File: src/rtl/xlat_pkg.sv
package xlat_pkg;
   localparam int VA_W_DEF   = 32;
   localparam int PA_W_DEF   = 30;
   localparam int PAGE_B_DEF = 12;
   localparam int PTE_W_DEF  = 32;

   typedef enum logic [1:0] {
      ST_IDLE  = 2'd0,
      ST_FETCH = 2'd1,
      ST_WAIT  = 2'd2,
      ST_WBACK = 2'd3
   } walk_st_e;
endpackage

File: src/rtl/xlat_cam.sv
module xlat_cam #(
   parameter int N     = 8,
   parameter int VPN_W = 20,
   parameter int PPN_W = 18
) (
   input  logic             clk,
   input  logic             rst_n,
   input  logic             clr,
   input  logic [VPN_W-1:0] lk_vpn,
   output logic             lk_hit,
   output logic [$clog2(N)-1:0] lk_idx,
   output logic [PPN_W-1:0] lk_ppn,
   output logic             lk_dirty,
   input  logic             fill_en,
   input  logic [$clog2(N)-1:0] fill_idx,
   input  logic [VPN_W-1:0] fill_vpn,
   input  logic [PPN_W-1:0] fill_ppn,
   input  logic             fill_dirty,
   input  logic             mark_en,
   input  logic [$clog2(N)-1:0] mark_idx,
   output logic             free_ok,
   output logic [$clog2(N)-1:0] free_idx
);
   localparam int IW = $clog2(N);

   logic [N-1:0]     v_q;
   logic [N-1:0]     d_q;
   logic [VPN_W-1:0] tag_q [N];
   logic [PPN_W-1:0] ppn_q [N];
   logic [N-1:0]     match;

   for (genvar g = 0; g < N; g++) begin : g_match
      assign match[g] = v_q[g] && (tag_q[g] == lk_vpn);
   end

   always_comb begin
      lk_idx = '0;
      for (int i = N - 1; i >= 0; i--) begin
         if (match[i]) lk_idx = IW'(i);
      end
      lk_hit   = |match;
      lk_ppn   = ppn_q[lk_idx];
      lk_dirty = d_q[lk_idx];
   end

   always_comb begin
      free_idx = '0;
      for (int i = N - 1; i >= 0; i--) begin
         if (!v_q[i]) free_idx = IW'(i);
      end
      free_ok = ~&v_q;
   end

   always_ff @(posedge clk or negedge rst_n) begin
      if (!rst_n) begin
         v_q <= '0;
      end else begin
         if (clr)     v_q <= '0;
         if (fill_en) v_q[fill_idx] <= 1'b1;
      end
   end

   always_ff @(posedge clk) begin
      if (fill_en) begin
         tag_q[fill_idx] <= fill_vpn;
         ppn_q[fill_idx] <= fill_ppn;
         d_q[fill_idx]   <= fill_dirty;
      end
      if (mark_en) d_q[mark_idx] <= 1'b1;
   end
endmodule

File: src/rtl/xlat_lru.sv
module xlat_lru #(
   parameter int N = 8
) (
   input  logic                 clk,
   input  logic                 rst_n,
   input  logic                 touch_en,
   input  logic [$clog2(N)-1:0] touch_idx,
   output logic [$clog2(N)-1:0] victim_idx
);
   localparam int IW = $clog2(N);

   logic [IW-1:0] age_q [N];

   always_ff @(posedge clk or negedge rst_n) begin
      if (!rst_n) begin
         for (int i = 0; i < N; i++) age_q[i] <= IW'(i);
      end else if (touch_en) begin
         for (int i = 0; i < N; i++) begin
            if (IW'(i) == touch_idx)                 age_q[i] <= '0;
            else if (age_q[i] < age_q[touch_idx])    age_q[i] <= age_q[i] + 1'b1;
         end
      end
   end

   always_comb begin
      victim_idx = '0;
      for (int i = 0; i < N; i++) begin
         if (age_q[i] == IW'(N - 1)) victim_idx = IW'(i);
      end
   end
endmodule

File: src/rtl/xlat_tlb.sv
module xlat_tlb
   import xlat_pkg::*;
#(
   parameter int ENTRIES = 8,
   parameter int VA_W    = VA_W_DEF,
   parameter int PA_W    = PA_W_DEF,
   parameter int PAGE_B  = PAGE_B_DEF,
   parameter int PTE_W   = PTE_W_DEF
) (
   input  logic            clk,
   input  logic            rst_n,
   input  logic            req_valid,
   output logic            req_ready,
   input  logic [VA_W-1:0] req_vaddr,
   input  logic            req_write,
   output logic            rsp_valid,
   output logic [PA_W-1:0] rsp_paddr,
   output logic            rsp_hit,
   output logic            rsp_fault,
   input  logic            flush,
   input  logic            ptbr_we,
   input  logic [PA_W-1:0] ptbr_wdata,
   output logic            mem_req_valid,
   input  logic            mem_req_ready,
   output logic            mem_req_write,
   output logic [PA_W-1:0] mem_req_addr,
   output logic [PTE_W-1:0] mem_req_wdata,
   input  logic            mem_rsp_valid,
   input  logic [PTE_W-1:0] mem_rsp_rdata
);
   localparam int VPN_W = VA_W - PAGE_B;
   localparam int PPN_W = PA_W - PAGE_B;
   localparam int IW    = $clog2(ENTRIES);
   localparam int RSV_W = PTE_W - 2 - PPN_W;
   localparam int BIT_V = PTE_W - 1;
   localparam int BIT_D = PTE_W - 2;

   if (ENTRIES < 2) begin : g_bad_depth
      $error("xlat_tlb: ENTRIES must be at least 2");
   end
   if (PA_W <= PAGE_B || VA_W <= PAGE_B) begin : g_bad_addr
      $error("xlat_tlb: address widths must exceed the page offset");
   end
   if (RSV_W < 0) begin : g_bad_pte
      $error("xlat_tlb: entry too narrow for flags and page number");
   end
   if (PA_W < VPN_W + 2) begin : g_bad_tbl
      $error("xlat_tlb: table index does not fit the physical address");
   end

   walk_st_e         state_q;
   logic [VA_W-1:0]  va_q;
   logic             wr_q;
   logic             hitf_q;
   logic [PPN_W-1:0] ppn_q;
   logic [PA_W-1:0]  ptbr_q;
   logic [PA_W-1:0]  pte_addr_q;
   logic [PTE_W-1:0] wdata_q;
   logic             rsp_v_q, rsp_h_q, rsp_f_q;
   logic [PA_W-1:0]  rsp_pa_q;

   logic             accept;
   logic [VPN_W-1:0] lk_vpn;
   logic             lk_hit, lk_dirty, free_ok;
   logic [IW-1:0]    lk_idx, free_idx, lru_idx, victim;
   logic [PPN_W-1:0] lk_ppn;
   logic             fill_en, mark_en, touch_en;
   logic [IW-1:0]    touch_idx;
   logic [PPN_W-1:0] fetched_ppn;
   logic [PA_W-1:0]  pte_addr_d;

   assign req_ready = (state_q == ST_IDLE);
   assign accept    = req_valid && req_ready;
   assign lk_vpn    = req_vaddr[VA_W-1:PAGE_B];

   assign fetched_ppn = mem_rsp_rdata[PPN_W-1:0];
   assign victim      = free_ok ? free_idx : lru_idx;
   assign fill_en     = (state_q == ST_WAIT) && mem_rsp_valid && mem_rsp_rdata[BIT_V];
   assign mark_en     = accept && lk_hit && req_write && !lk_dirty;
   assign touch_en    = (accept && lk_hit) || fill_en;
   assign touch_idx   = accept ? lk_idx : victim;
   assign pte_addr_d  = ptbr_q + PA_W'({lk_vpn, 2'b00});

   xlat_cam #(.N(ENTRIES), .VPN_W(VPN_W), .PPN_W(PPN_W)) cam_i (
      .clk        (clk),
      .rst_n      (rst_n),
      .clr        (flush || ptbr_we),
      .lk_vpn     (lk_vpn),
      .lk_hit     (lk_hit),
      .lk_idx     (lk_idx),
      .lk_ppn     (lk_ppn),
      .lk_dirty   (lk_dirty),
      .fill_en    (fill_en),
      .fill_idx   (victim),
      .fill_vpn   (va_q[VA_W-1:PAGE_B]),
      .fill_ppn   (fetched_ppn),
      .fill_dirty (mem_rsp_rdata[BIT_D] | wr_q),
      .mark_en    (mark_en),
      .mark_idx   (lk_idx),
      .free_ok    (free_ok),
      .free_idx   (free_idx)
   );

   xlat_lru #(.N(ENTRIES)) lru_i (
      .clk        (clk),
      .rst_n      (rst_n),
      .touch_en   (touch_en),
      .touch_idx  (touch_idx),
      .victim_idx (lru_idx)
   );

   always_ff @(posedge clk or negedge rst_n) begin
      if (!rst_n) begin
         ptbr_q <= '0;
      end else if (ptbr_we) begin
         ptbr_q <= ptbr_wdata;
      end
   end

   always_ff @(posedge clk or negedge rst_n) begin
      if (!rst_n) begin
         state_q    <= ST_IDLE;
         va_q       <= '0;
         wr_q       <= 1'b0;
         hitf_q     <= 1'b0;
         ppn_q      <= '0;
         pte_addr_q <= '0;
         wdata_q    <= '0;
         rsp_v_q    <= 1'b0;
         rsp_h_q    <= 1'b0;
         rsp_f_q    <= 1'b0;
         rsp_pa_q   <= '0;
      end else begin
         rsp_v_q <= 1'b0;
         unique case (state_q)
            ST_IDLE: begin
               if (accept) begin
                  va_q       <= req_vaddr;
                  wr_q       <= req_write;
                  pte_addr_q <= pte_addr_d;
                  if (lk_hit) begin
                     ppn_q  <= lk_ppn;
                     hitf_q <= 1'b1;
                     if (req_write && !lk_dirty) begin
                        wdata_q <= {2'b11, {RSV_W{1'b0}}, lk_ppn};
                        state_q <= ST_WBACK;
                     end else begin
                        rsp_v_q  <= 1'b1;
                        rsp_h_q  <= 1'b1;
                        rsp_f_q  <= 1'b0;
                        rsp_pa_q <= {lk_ppn, req_vaddr[PAGE_B-1:0]};
                     end
                  end else begin
                     hitf_q  <= 1'b0;
                     state_q <= ST_FETCH;
                  end
               end
            end
            ST_FETCH: begin
               if (mem_req_ready) state_q <= ST_WAIT;
            end
            ST_WAIT: begin
               if (mem_rsp_valid) begin
                  ppn_q <= fetched_ppn;
                  if (!mem_rsp_rdata[BIT_V]) begin
                     rsp_v_q <= 1'b1;
                     rsp_h_q <= 1'b0;
                     rsp_f_q <= 1'b1;
                     state_q <= ST_IDLE;
                  end else if (wr_q && !mem_rsp_rdata[BIT_D]) begin
                     wdata_q <= {2'b11, {RSV_W{1'b0}}, fetched_ppn};
                     state_q <= ST_WBACK;
                  end else begin
                     rsp_v_q  <= 1'b1;
                     rsp_h_q  <= 1'b0;
                     rsp_f_q  <= 1'b0;
                     rsp_pa_q <= {fetched_ppn, va_q[PAGE_B-1:0]};
                     state_q  <= ST_IDLE;
                  end
               end
            end
            ST_WBACK: begin
               if (mem_req_ready) begin
                  rsp_v_q  <= 1'b1;
                  rsp_h_q  <= hitf_q;
                  rsp_f_q  <= 1'b0;
                  rsp_pa_q <= {ppn_q, va_q[PAGE_B-1:0]};
                  state_q  <= ST_IDLE;
               end
            end
            default: state_q <= ST_IDLE;
         endcase
      end
   end

   assign mem_req_valid = (state_q == ST_FETCH) || (state_q == ST_WBACK);
   assign mem_req_write = (state_q == ST_WBACK);
   assign mem_req_addr  = pte_addr_q;
   assign mem_req_wdata = wdata_q;
   assign rsp_valid     = rsp_v_q;
   assign rsp_hit       = rsp_h_q;
   assign rsp_fault     = rsp_f_q;
   assign rsp_paddr     = rsp_pa_q;
endmodule

File: config.mk
export PLATFORM = sky130hd
export DESIGN_NAME = xlat_tlb
export DESIGN_NICKNAME = d
export VERILOG_FILES = /design/src/rtl/xlat_pkg.sv /design/src/rtl/xlat_cam.sv /design/src/rtl/xlat_lru.sv /design/src/rtl/xlat_tlb.sv
export SDC_FILE = /design/constraint.sdc
export NUM_CORES = 1
export LEC_CHECK = 0
export BUFFER_PORTS_ARGS = -buffer_cell sky130_fd_sc_hd__buf_2
export CORE_UTILIZATION = 51
export CTS_BUF_LIST = sky130_fd_sc_hd__clkbuf_8 sky130_fd_sc_hd__clkbuf_16
export DETAILED_ROUTE_END_ITERATION = 12
export PLACE_DENSITY_LB_ADDON = 0.25
export SYNTH_ARGS = -nofsm -noshare
export SYNTH_HDL_FRONTEND = slang
export SYNTH_HIERARCHICAL = 1
export SYNTH_SLANG_ARGS = --single-unit
File: constraint.sdc
create_clock -name clk -period 5.3 [get_ports clk]
set_clock_uncertainty 0.05 [all_clocks]
set_input_delay 0.795 -clock clk [delete_from_list [all_inputs] [get_ports clk]]
set_output_delay 0.795 -clock clk [all_outputs]
set_load 0.03 [all_outputs]
* After elaboration in Yosys (flattened, before gate mapping)
Memory sizes are Yosys's and may differ from the RTL's.
Index checks and enable logic that the tools add are counted.
** Storage, ports and cells
- Memories :: 2
- Input bits :: 102
- Bits in writable memories :: 304
- Flip-flop bits (word level) :: 219
** Cells by class
- Mux-type cells :: 109
- Bitwise gates (word level) :: 4
- Reductions and logical operators :: 51
- Equal/unequal tests :: 37
- Magnitude comparators :: 13
- Add/subtract/negate cells :: 9
** Memory list
- cam_i.tag_q :: depth 8, bits a word 20, read ports 8, clocked after Yosys merged registers in 0, wr ports 1, line xlat_cam.sv:28 : logic [VPN_W-1:0] tag_q [N];
- cam_i.ppn_q :: depth 8, bits a word 18, read ports 1, clocked after Yosys merged registers in 0, wr ports 1, line xlat_cam.sv:29 : logic [PPN_W-1:0] ppn_q [N];
** Operator list (number)
- 2-to-1 mux 30 bit :: 7
- 2-to-1 mux 32 bit :: 6
- equality test 20 bit :: 8
- 2-to-1 mux 3 bit :: 40
- one-hot mux 30 bit (3 select lines) :: 1
- one-hot mux 32 bit (2 select lines) :: 1
- 2-to-1 mux 18 bit :: 3
- one-hot mux 18 bit (2 select lines) :: 1
- 2-to-1 mux 8 bit :: 4
- adder 30 x 22 -> 30 bit :: 1
- 2-to-1 mux 1 bit :: 27
- adder 3 x 1 -> 3 bit, second input constant :: 8
- < comparator 3 bit :: 8
- equality test 3 bit, second input constant :: 7
- 2-to-1 mux 2 bit :: 10
- logical AND 1 bit :: 18
- AND reduction 2 bit :: 9
- nonzero test 2 bit :: 9
- bitwise OR 8 bit :: 2
- AND reduction 8 bit :: 2
- AND reduction 7 bit :: 2
- equality test 3 bit, first input constant :: 4
- inequality test 2 bit, second input constant :: 6
- binary-select mux 3 bit (select 3 bit) :: 1
- other kinds (25) :: 38

* Longest topological paths before layout
Gate-level depths: netlist of the first run.
An unclocked memory read counts as a cell.
- Depth after elaboration :: 19
- Gate-level depth with buffers :: 20
- Mapped depth without buffers :: 18

* Modules after synthesis
Netlist of the first run, hierarchy kept.
** Modules (own cells, without submodules)
- xlat_cam :: times used 1, seq. area each 9489.1 um2, cells each 911, area an instance 13985.9 um2
- xlat_tlb :: times used 1, seq. area each 4154.0 um2, cells each 860, area an instance 8276.7 um2
- xlat_lru :: times used 1, seq. area each 615.6 um2, cells each 218, area an instance 2138.3 um2

* Worst setup path after synthesis of the first run
OpenSTA, ideal clock, no wires.
- Path kind :: input to register
- From :: input req_vaddr[21]
- To :: register lru_i/age_q[21] (netlist name)
- Path buffers :: 4
- Data required time :: 5.181 ns
- Cell stages on the path :: 19
- Library setup time :: 0.069 ns
- Path slack :: -0.088 ns
- Data arrival time :: 5.270 ns
- Cells stage by stage :: buf_4 > xor2_1 > or4_1 > nor4_1 > and4_1 > nor2_1 > o21a_1 > nor2_1 > buf_2 > mux2_2 > buf_6 > clkbuf_1 > mux4_2 > mux2i_1 > ha_1 > a21o_1 > nor2b_1 > or4b_1 > nand3_1
** Between the ends
- Longest elaborated chain between the ends :: 18
** RTL lines
- start: declaration :: line xlat_tlb.sv:14 : input logic [VA_W-1:0] req_vaddr,
- equality test 20 bit :: line xlat_cam.sv:33 : assign match[g] = v_q[g] && (tag_q[g] == lk_vpn);
- logical AND 1 bit :: line xlat_cam.sv:33
- 2-to-1 mux 3 bit (7 in series) :: line xlat_cam.sv:39 : if (match[i]) lk_idx = IW'(i);
- 2-to-1 mux 3 bit * :: line xlat_cam.sv:39
- named net lk_idx[1] :: line xlat_tlb.sv:65 : logic [IW-1:0] lk_idx, free_idx, lru_idx, victim;
- 2-to-1 mux 3 bit * :: line xlat_tlb.sv:81 : assign touch_idx = accept ? lk_idx : victim;
- named net touch_idx[1] :: line xlat_tlb.sv:68 : logic [IW-1:0] touch_idx;
- NOT 3 -> 4 bit (not written as such) :: line xlat_lru.sv:20 : else if (age_q[i] < age_q[touch_idx]) age_q[i] <= age_q[i] + 1'b1;
- binary-select mux 3 bit (select 3 bit) :: line xlat_lru.sv:20
- 2-to-1 mux 3 bit (not written as such) (2 in series) :: line xlat_lru.sv:20
- < comparator 3 bit :: line xlat_lru.sv:20
- nonzero test 2 bit (no source line)
- AND reduction 2 bit (no source line)
- end signal: indexed assignment :: line xlat_lru.sv:19 : if (IW'(i) == touch_idx) age_q[i] <= '0;
- end: declaration :: line xlat_lru.sv:12 : logic [IW-1:0] age_q [N];
The timed path passes the listed nets; every way through them passes the cells marked *. The select of a mux whose other input is x is not followed.
A chain may end at the register's enable or synchronous reset.

==> impl_metrics.csv, run 1 <==
group,metric,value,unit
outcome,status,"finished with violations",
outcome,violations,"DRC",
synthesis,async_flop_share,0.388,
grt,grt_util_all_layers,0.254,
worst_setup_path,worst_ep_arrival_time,5.34,ns
worst_setup_path,cp-end-kind,"flop",
cells_and_area,final_layout_size_suffix_gt1_frac,0.220,
synthesis,ys.flop_type,"edfxtp_1",
pwr,comb_power_share,0.236,
placed_design,gp_congestion,0.878,
worst_setup_path,crit_buf_inv,3,
grt,antenna_found_initial,1,
drt,vias,16800,
drt,drt-initial-drc-count,1355,
worst_setup_path,critPathMaxStageDelay,0.53,ns
clocking,h-tree-depth,2,
clocking,tritoncts,"built",
synthesis,syn_area_per_cell,12.3,µm²
synthesis,yosysTopAreaCellShare,0.374,
worst_setup_path,ff2ff_path_depth,20,
synthesis,yosysUniqueCellTypes,96,
sta,report.final.slew_viol_count,0,
synthesis,yosys.area.top_type,"edfxtp_1",
drt,finalWirelength,61500,µm
floorplan,fp.dieH,221,µm
clocking,cts_hold_buffers,0,
cells_and_area,post-route-util,0.601,
pwr,cell_internal_pwr,8030,µW
floorplan,row_count,79,
clocking,cts_resized,0,
grt,grt_start_max_net_pins,129,
pwr,p_sw,4070,µW
floorplan,design.core.area,46900,µm²
worst_setup_path,cp_top_family,"simple AND/OR/NAND/NOR gates",
worst_setup_path,reg2reg_from,"cam_i/tag_q[7][9]",
worst_setup_path,critical_path_required,5.80,ns
pwr,pwr-share-clk,0.307,
grt,grt_pass1_wl,94600,µm
floorplan,io-pin-count,200,
grt,grt_pass1_vias,16700,
synthesis,netlist_instances,1989,
cells_and_area,fin_nets,2379,
clocking,cts-root-buf,"clkbuf_16",
sta,rsz0062_at_grt,"no",
worst_setup_path,cp_cell_sequence,"xor2_1 > or4_1 > nor4_1 > buf_4 > and4_1 > inv_1 > o21ai_0 > a21boi_0 > o21ai_0 > and2_1 > mux2_4 > mux4_2 > mux2i_2 > buf_4 > ha_1 > o21a_1 > nor3_1 > a31oi_1 > a21oi_1 > a32o_1",
floorplan,start_util,0.521,
synthesis,syn_area,24400,µm²
pwr,vdd_drop_max,0.000429,V
clocking,cts_buffers,54,
sta,period_needed,4.84,ns
worst_setup_path,cp_max_fo,9,
worst_hold_path,holdCritPathClass,"primary input to async pin",
sta,tns,0,ns
worst_setup_path,startpoint,"cam_i/tag_q[7][9]",
grt,grt_overflow,0,
clocking,clockBufferDepth,3,
cells_and_area,syn_to_final_growth,15.3,%
clocking,clock-sinks,510,
pwr,p_sw_frac,0.337,
placed_design,hpwlAfterDp,41300,µm
sta,setup_viol,0,
placed_design,io_buffers,175,
floorplan,die_area,48700,µm²
synthesis,synth-edff-count,304,
sta,worst-slew-pin-transition,1.04,ns
clocking,path_clk_slew,0.06,ns
sta,hold_violations,0,
drt,avgViaCountPerCell,5.82,
pwr,seqPwrFrac,0.457,
synthesis,synth.area.top_cells,"edfxtp_1 37%, dfrtp_1 19%, xnor2_1 4.1%, mux2i_1 4.0%, nand2_1 3.7%",
worst_setup_path,criticalPathCategory,"flop to flop",
synthesis,ys_top_cells_by_count,"304 x edfxtp_1, 243 x nand2_1, 186 x dfrtp_1",
synthesis,yosys_register_bits,510,
worst_setup_path,r2r_end,"lru_i/age_q[5]",
floorplan,die_w,221,µm
worst_setup_path,ff2ff_setup_slack,0.46,ns
sta,slew_headroom,0.307,
cells_and_area,diodes,0,
synthesis,seq_area_frac_synth,0.584,
pwr,pwr_density_cell,430,nW/µm²
drt,ant_nets,0,
worst_setup_path,crit_slowest_cell,"or4_1",
drt,post_drt_wl_per_cell,21.4,µm
pwr,p_leak,0.0114,µW
sta,period_share,0.913,
synthesis,synth.most_common_cell,"edfxtp_1",
drt,drc,2,
clocking,clk_latency,0.63,ns
run,cap_violations,0,
sta,max_freq,0.207,GHz
clocking,post_cts_buffers,0,
drt,drt_pass1_iterations,12,
worst_setup_path,start_kind,"flop",
synthesis,synth_warnings,6,
[registers in the layout, indices dropped and copies added, names as in the netlist, 18 cells and up]
signal / flops
cam_i/ppn_q: 144
ppn_q: 18
cam_i/tag_q: 160
mem_req_wdata: 19
rsp_paddr: 30
va_q: 32
lru_i/age_q: 24
mem_req_addr: 30
ptbr_q: 30
[layout make-up]
type | count | area, µm²
multi-input combinational | 1349 | 9480
inverter | 27 | 101
clock inverter | 44 | 344
clock buffer | 58 | 1410
timing repair buffer | 283 | 1780
tap | 607 | 759
sequential | 510 | 14300
fill | 3768 | 18700
[routing by layer]
metal,vias up,track usage,wire [µm]
li1,7774,-,-
met1,8330,0.350,26300
met2,530,0.409,29500
met3,126,0.0426,3820
met4,0,0.0870,1870
met5,-,0,0
[stage by stage]
| step | hold WS (ns) | setup WS, ns | instances | power [µW] | cell area (µm²) |
|---|---|---|---|---|---|
| 6_report | 0.148 | 0.463 | 2878 | 12100 | 28100 |
| 5_1_grt | 0.179 | 0.0601 | 2878 | 12600 | 28100 |
| 4_1_cts | 0.147 | 0.382 | 2878 | 12200 | 28100 |
| 3_5_place_dp | 0.405 | -0.156 | 2776 | 8450 | 26400 |
| 3_3_place_gp | 0.397 | -0.0474 | 2776 | 8340 | 26400 |
| 2_1_floorplan | 0.383 | 0.0364 | 2000 | 7390 | 24400 |
[power groups by stage]
| stage | clock (µW) | sequential [µW] | combinational [µW] |
|---|---|---|---|
| finish | 3710 | 5530 | 2860 |
| global route | 3910 | 5590 | 3130 |
| CTS | 3770 | 5520 | 2870 |
| detailed placement | 0 | 5590 | 2860 |
| global placement | 0 | 5560 | 2780 |
| floorplan | 0 | 5930 | 1460 |
[cells by family (layout without fill, tap and decap cells)]
group / Yosys count / after routing / share of synthesized area
xor gates and xnor gates: 184 / 184 / 0.0673
DFF: 510 / 510 / 0.584
muxes: 142 / 142 / 0.0627
buffers and inverters: 141 / 412 / 0.0327
adders and majority gates: 52 / 52 / 0.0270
other: 1 / 12 / 0.000154
and+or+nand+nor: 595 / 595 / 0.123
AOI/OAI and AO/OA: 364 / 364 / 0.103
[layout by cell type (no fill, tap or decap), drive strengths merged, types with 40 or more instances in the layout]
master,Yosys,layout
buf,73,282
o21ai,130,130
nand3,68,68
edfxtp,304,304
nand2,245,245
nor2,85,85
xor2,67,67
ha,51,51
a21oi,93,93
dfrtp,186,186
mux2,40,40
xnor2,117,117
inv,26,40
nand4,54,54
mux2i,98,98
clkbuf,41,59
[worst max path at each step]
| stage | depth (start not counted) | to |
|---|---|---|
| after global placement | 21 | lru_i/age_q[4] |
| after CTS | 19 | lru_i/age_q[18] |
| final | 20 | lru_i/age_q[5] |
| after detailed placement | 20 | lru_i/age_q[18] |
| after global routing | 20 | lru_i/age_q[5] |
| after floorplan | 19 | lru_i/age_q[21] |
[worst register-to-register path, delay by kind of cell (launching register included)]
family,cells,cell delay [ns]
DFF,1,0.37
muxes,3,0.99
AOI/OAI and AO/OA,7,1.01
buffers and inverters,3,0.43
xor gates and xnor gates,1,0.15
adders and majority gates,1,0.24
and+or+nand+nor,5,1.52
Note: power is estimated with default switching activity, not from simulation.
==> run 2: changes to the inputs <==
- CTS_BUF_LIST: sky130_fd_sc_hd__clkbuf_8 sky130_fd_sc_hd__clkbuf_16 -> sky130_fd_sc_hd__clkbuf_2 sky130_fd_sc_hd__clkbuf_4 sky130_fd_sc_hd__clkbuf_8
==> impl_metrics.csv, run 2 (synthesis gave the netlist of run 1 again) <==
group,metric,value,unit
floorplan,row_count,79,
drt,finalWirelength,61700,µm
clocking,cts_resized,0,
pwr,p_leak,0.0115,µW
clocking,tritoncts,"built",
clocking,clock-sinks,510,
floorplan,design.core.area,46900,µm²
placed_design,io_buffers,175,
grt,grt_util_all_layers,0.256,
clocking,path_clk_slew,0.06,ns
sta,hold_violations,0,
outcome,violations,"DRC",
worst_setup_path,crit_buf_inv,3,
cells_and_area,fin_nets,2410,
worst_setup_path,criticalPathCategory,"flop to flop",
cells_and_area,diodes,0,
cells_and_area,multi_input_area,9480,µm²
worst_hold_path,holdCritPathClass,"primary input to async pin",
sta,report.final.slew_viol_count,0,
floorplan,start_util,0.521,
worst_setup_path,cp_max_fo,9,
placed_design,place_inst,2776,
placed_design,hpwlAfterDp,41300,µm
worst_setup_path,crit_slowest_cell,"or4_1",
clocking,clk_latency,0.68,ns
cells_and_area,layout_common_cells,"304 x edfxtp_1, 242 x nand2_1, 186 x dfrtp_1",
drt,drc,2,
sta,worst-slew-pin-transition,1.06,ns
clocking,cts_hold_buffers,0,
outcome,status,"finished with violations",
cells_and_area,top_register,"cam_i/tag_q",
sta,slew_headroom,0.292,
clocking,post_cts_buffers,0,
floorplan,io-pin-count,200,
worst_setup_path,critical_path_required,5.82,ns
floorplan,die_area,48700,µm²
sta,period_share,0.914,
cells_and_area,final_layout_size_suffix_gt1_frac,0.242,
worst_setup_path,cp_top_family,"simple AND/OR/NAND/NOR gates",
pwr,vdd_drop_max,0.000355,V
sta,finalWorstSetupSlack,0.454,ns
floorplan,fp.dieH,221,µm
worst_setup_path,cp_cell_sequence,"xor2_1 > or4_1 > nor4_1 > buf_4 > and4_1 > inv_1 > o21ai_0 > a21boi_0 > o21ai_0 > and2_1 > mux2_4 > mux4_2 > mux2i_2 > buf_4 > ha_1 > o21a_1 > nor3_1 > a31oi_1 > a21oi_1 > a32o_1",
worst_setup_path,critPathMaxStageDelay,0.54,ns
sta,max_freq,0.206,GHz
grt,grt_pass1_vias,16900,
grt,grt_overflow,0,
clocking,cts_buffers,85,
grt,antenna_found_initial,1,
sta,period_needed,4.85,ns
floorplan,die_w,221,µm
worst_setup_path,start_kind,"flop",
cells_and_area,finalNonFillerCells,2934,
cells_and_area,final-seq-area,14300,µm²
placed_design,gp_congestion,0.878,
sta,setup_viol,0,
run,cap_violations,0,
cells_and_area,final_common_cell,"edfxtp_1",
clocking,clockBufferDepth,3,
cells_and_area,largest_reg_flops,160,
worst_setup_path,worst_ep_arrival_time,5.37,ns
worst_setup_path,cp-end-kind,"flop",
placed_design,dpl_worst_slack,-0.156,ns
cells_and_area,top_regs,"cam_i/tag_q: 160 flops, cam_i/ppn_q: 144 flops, va_q: 32 flops",
cells_and_area,syn_to_final_growth,15.3,%
drt,post_drt_wl_per_cell,21.0,µm
drt,avgViaCountPerCell,5.76,
drt,drt_pass1_iterations,11,
clocking,h-tree-depth,3,
cells_and_area,n_fill_cell,3787,
drt,drt-initial-drc-count,1257,
drt,vias,16900,
sta,rsz0062_at_grt,"no",
clocking,cts-root-buf,"clkbuf_8",
grt,grt_pass1_wl,94800,µm
grt,grt_start_max_net_pins,129,
drt,ant_nets,0,
pwr,pwr_density_cell,426,nW/µm²
==> run 2: layer usage <==
layer | track usage | share of wire
met1 | 0.346 | 0.43
met2 | 0.411 | 0.48
met3 | 0.0460 | 0.057
met4 | 0.0963 | 0.031
met5 | 0 | 0
==> run 2: stage by stage <==
stage / TNS (ns) / hold WS (ns) / area, µm² / util / power [µW]
after global placement: -0.141 / 0.397 / 26400 / 0.563 / 8340
after CTS: 0 / 0.0727 / 28100 / 0.600 / 12000
after floorplan: 0 / 0.383 / 24400 / - / 7390
after global routing: 0 / 0.110 / 28100 / 0.601 / 12500
after detailed placement: -1.00 / 0.405 / 26400 / 0.563 / 8450
final: 0 / 0.100 / 28100 / 0.601 / 12000
==> run 2: final timing paths <==
kind | endpoint | cells past startpoint | slack, ns | startpoint
min | mem_req_addr[14] | 1 | 0.10 | rst_n
min in group clk | va_q[11] | 3 | 0.31 | req_vaddr[11]
max in group asynchronous | rsp_paddr[25] | 2 | 3.91 | rst_n
max reg2reg | lru_i/age_q[5] | 20 | 0.45 | cam_i/tag_q[7][9]
max | lru_i/age_q[5] | 20 | 0.45 | cam_i/tag_q[7][9]
min reg2reg | mem_req_addr[17] | 2 | 0.41 | mem_req_addr[17]
==> run 2: power breakdown <==
group	internal, µW	total (µW)	leakage [µW]	switching, µW
Clock	1990	3590	0.000945	1600
Combinational	957	2850	0.00529	1890
Sequential	4960	5530	0.00523	577
==> run 2: final cells by class <==
class	count	share of cell area
clock buffer	127	0.0537
sequential	510	0.507
inverter	27	0.00360
multi-input combinational	1349	0.337
tap	607	0.0270
clock inverter	31	0.00871
timing repair buffer	283	0.0634
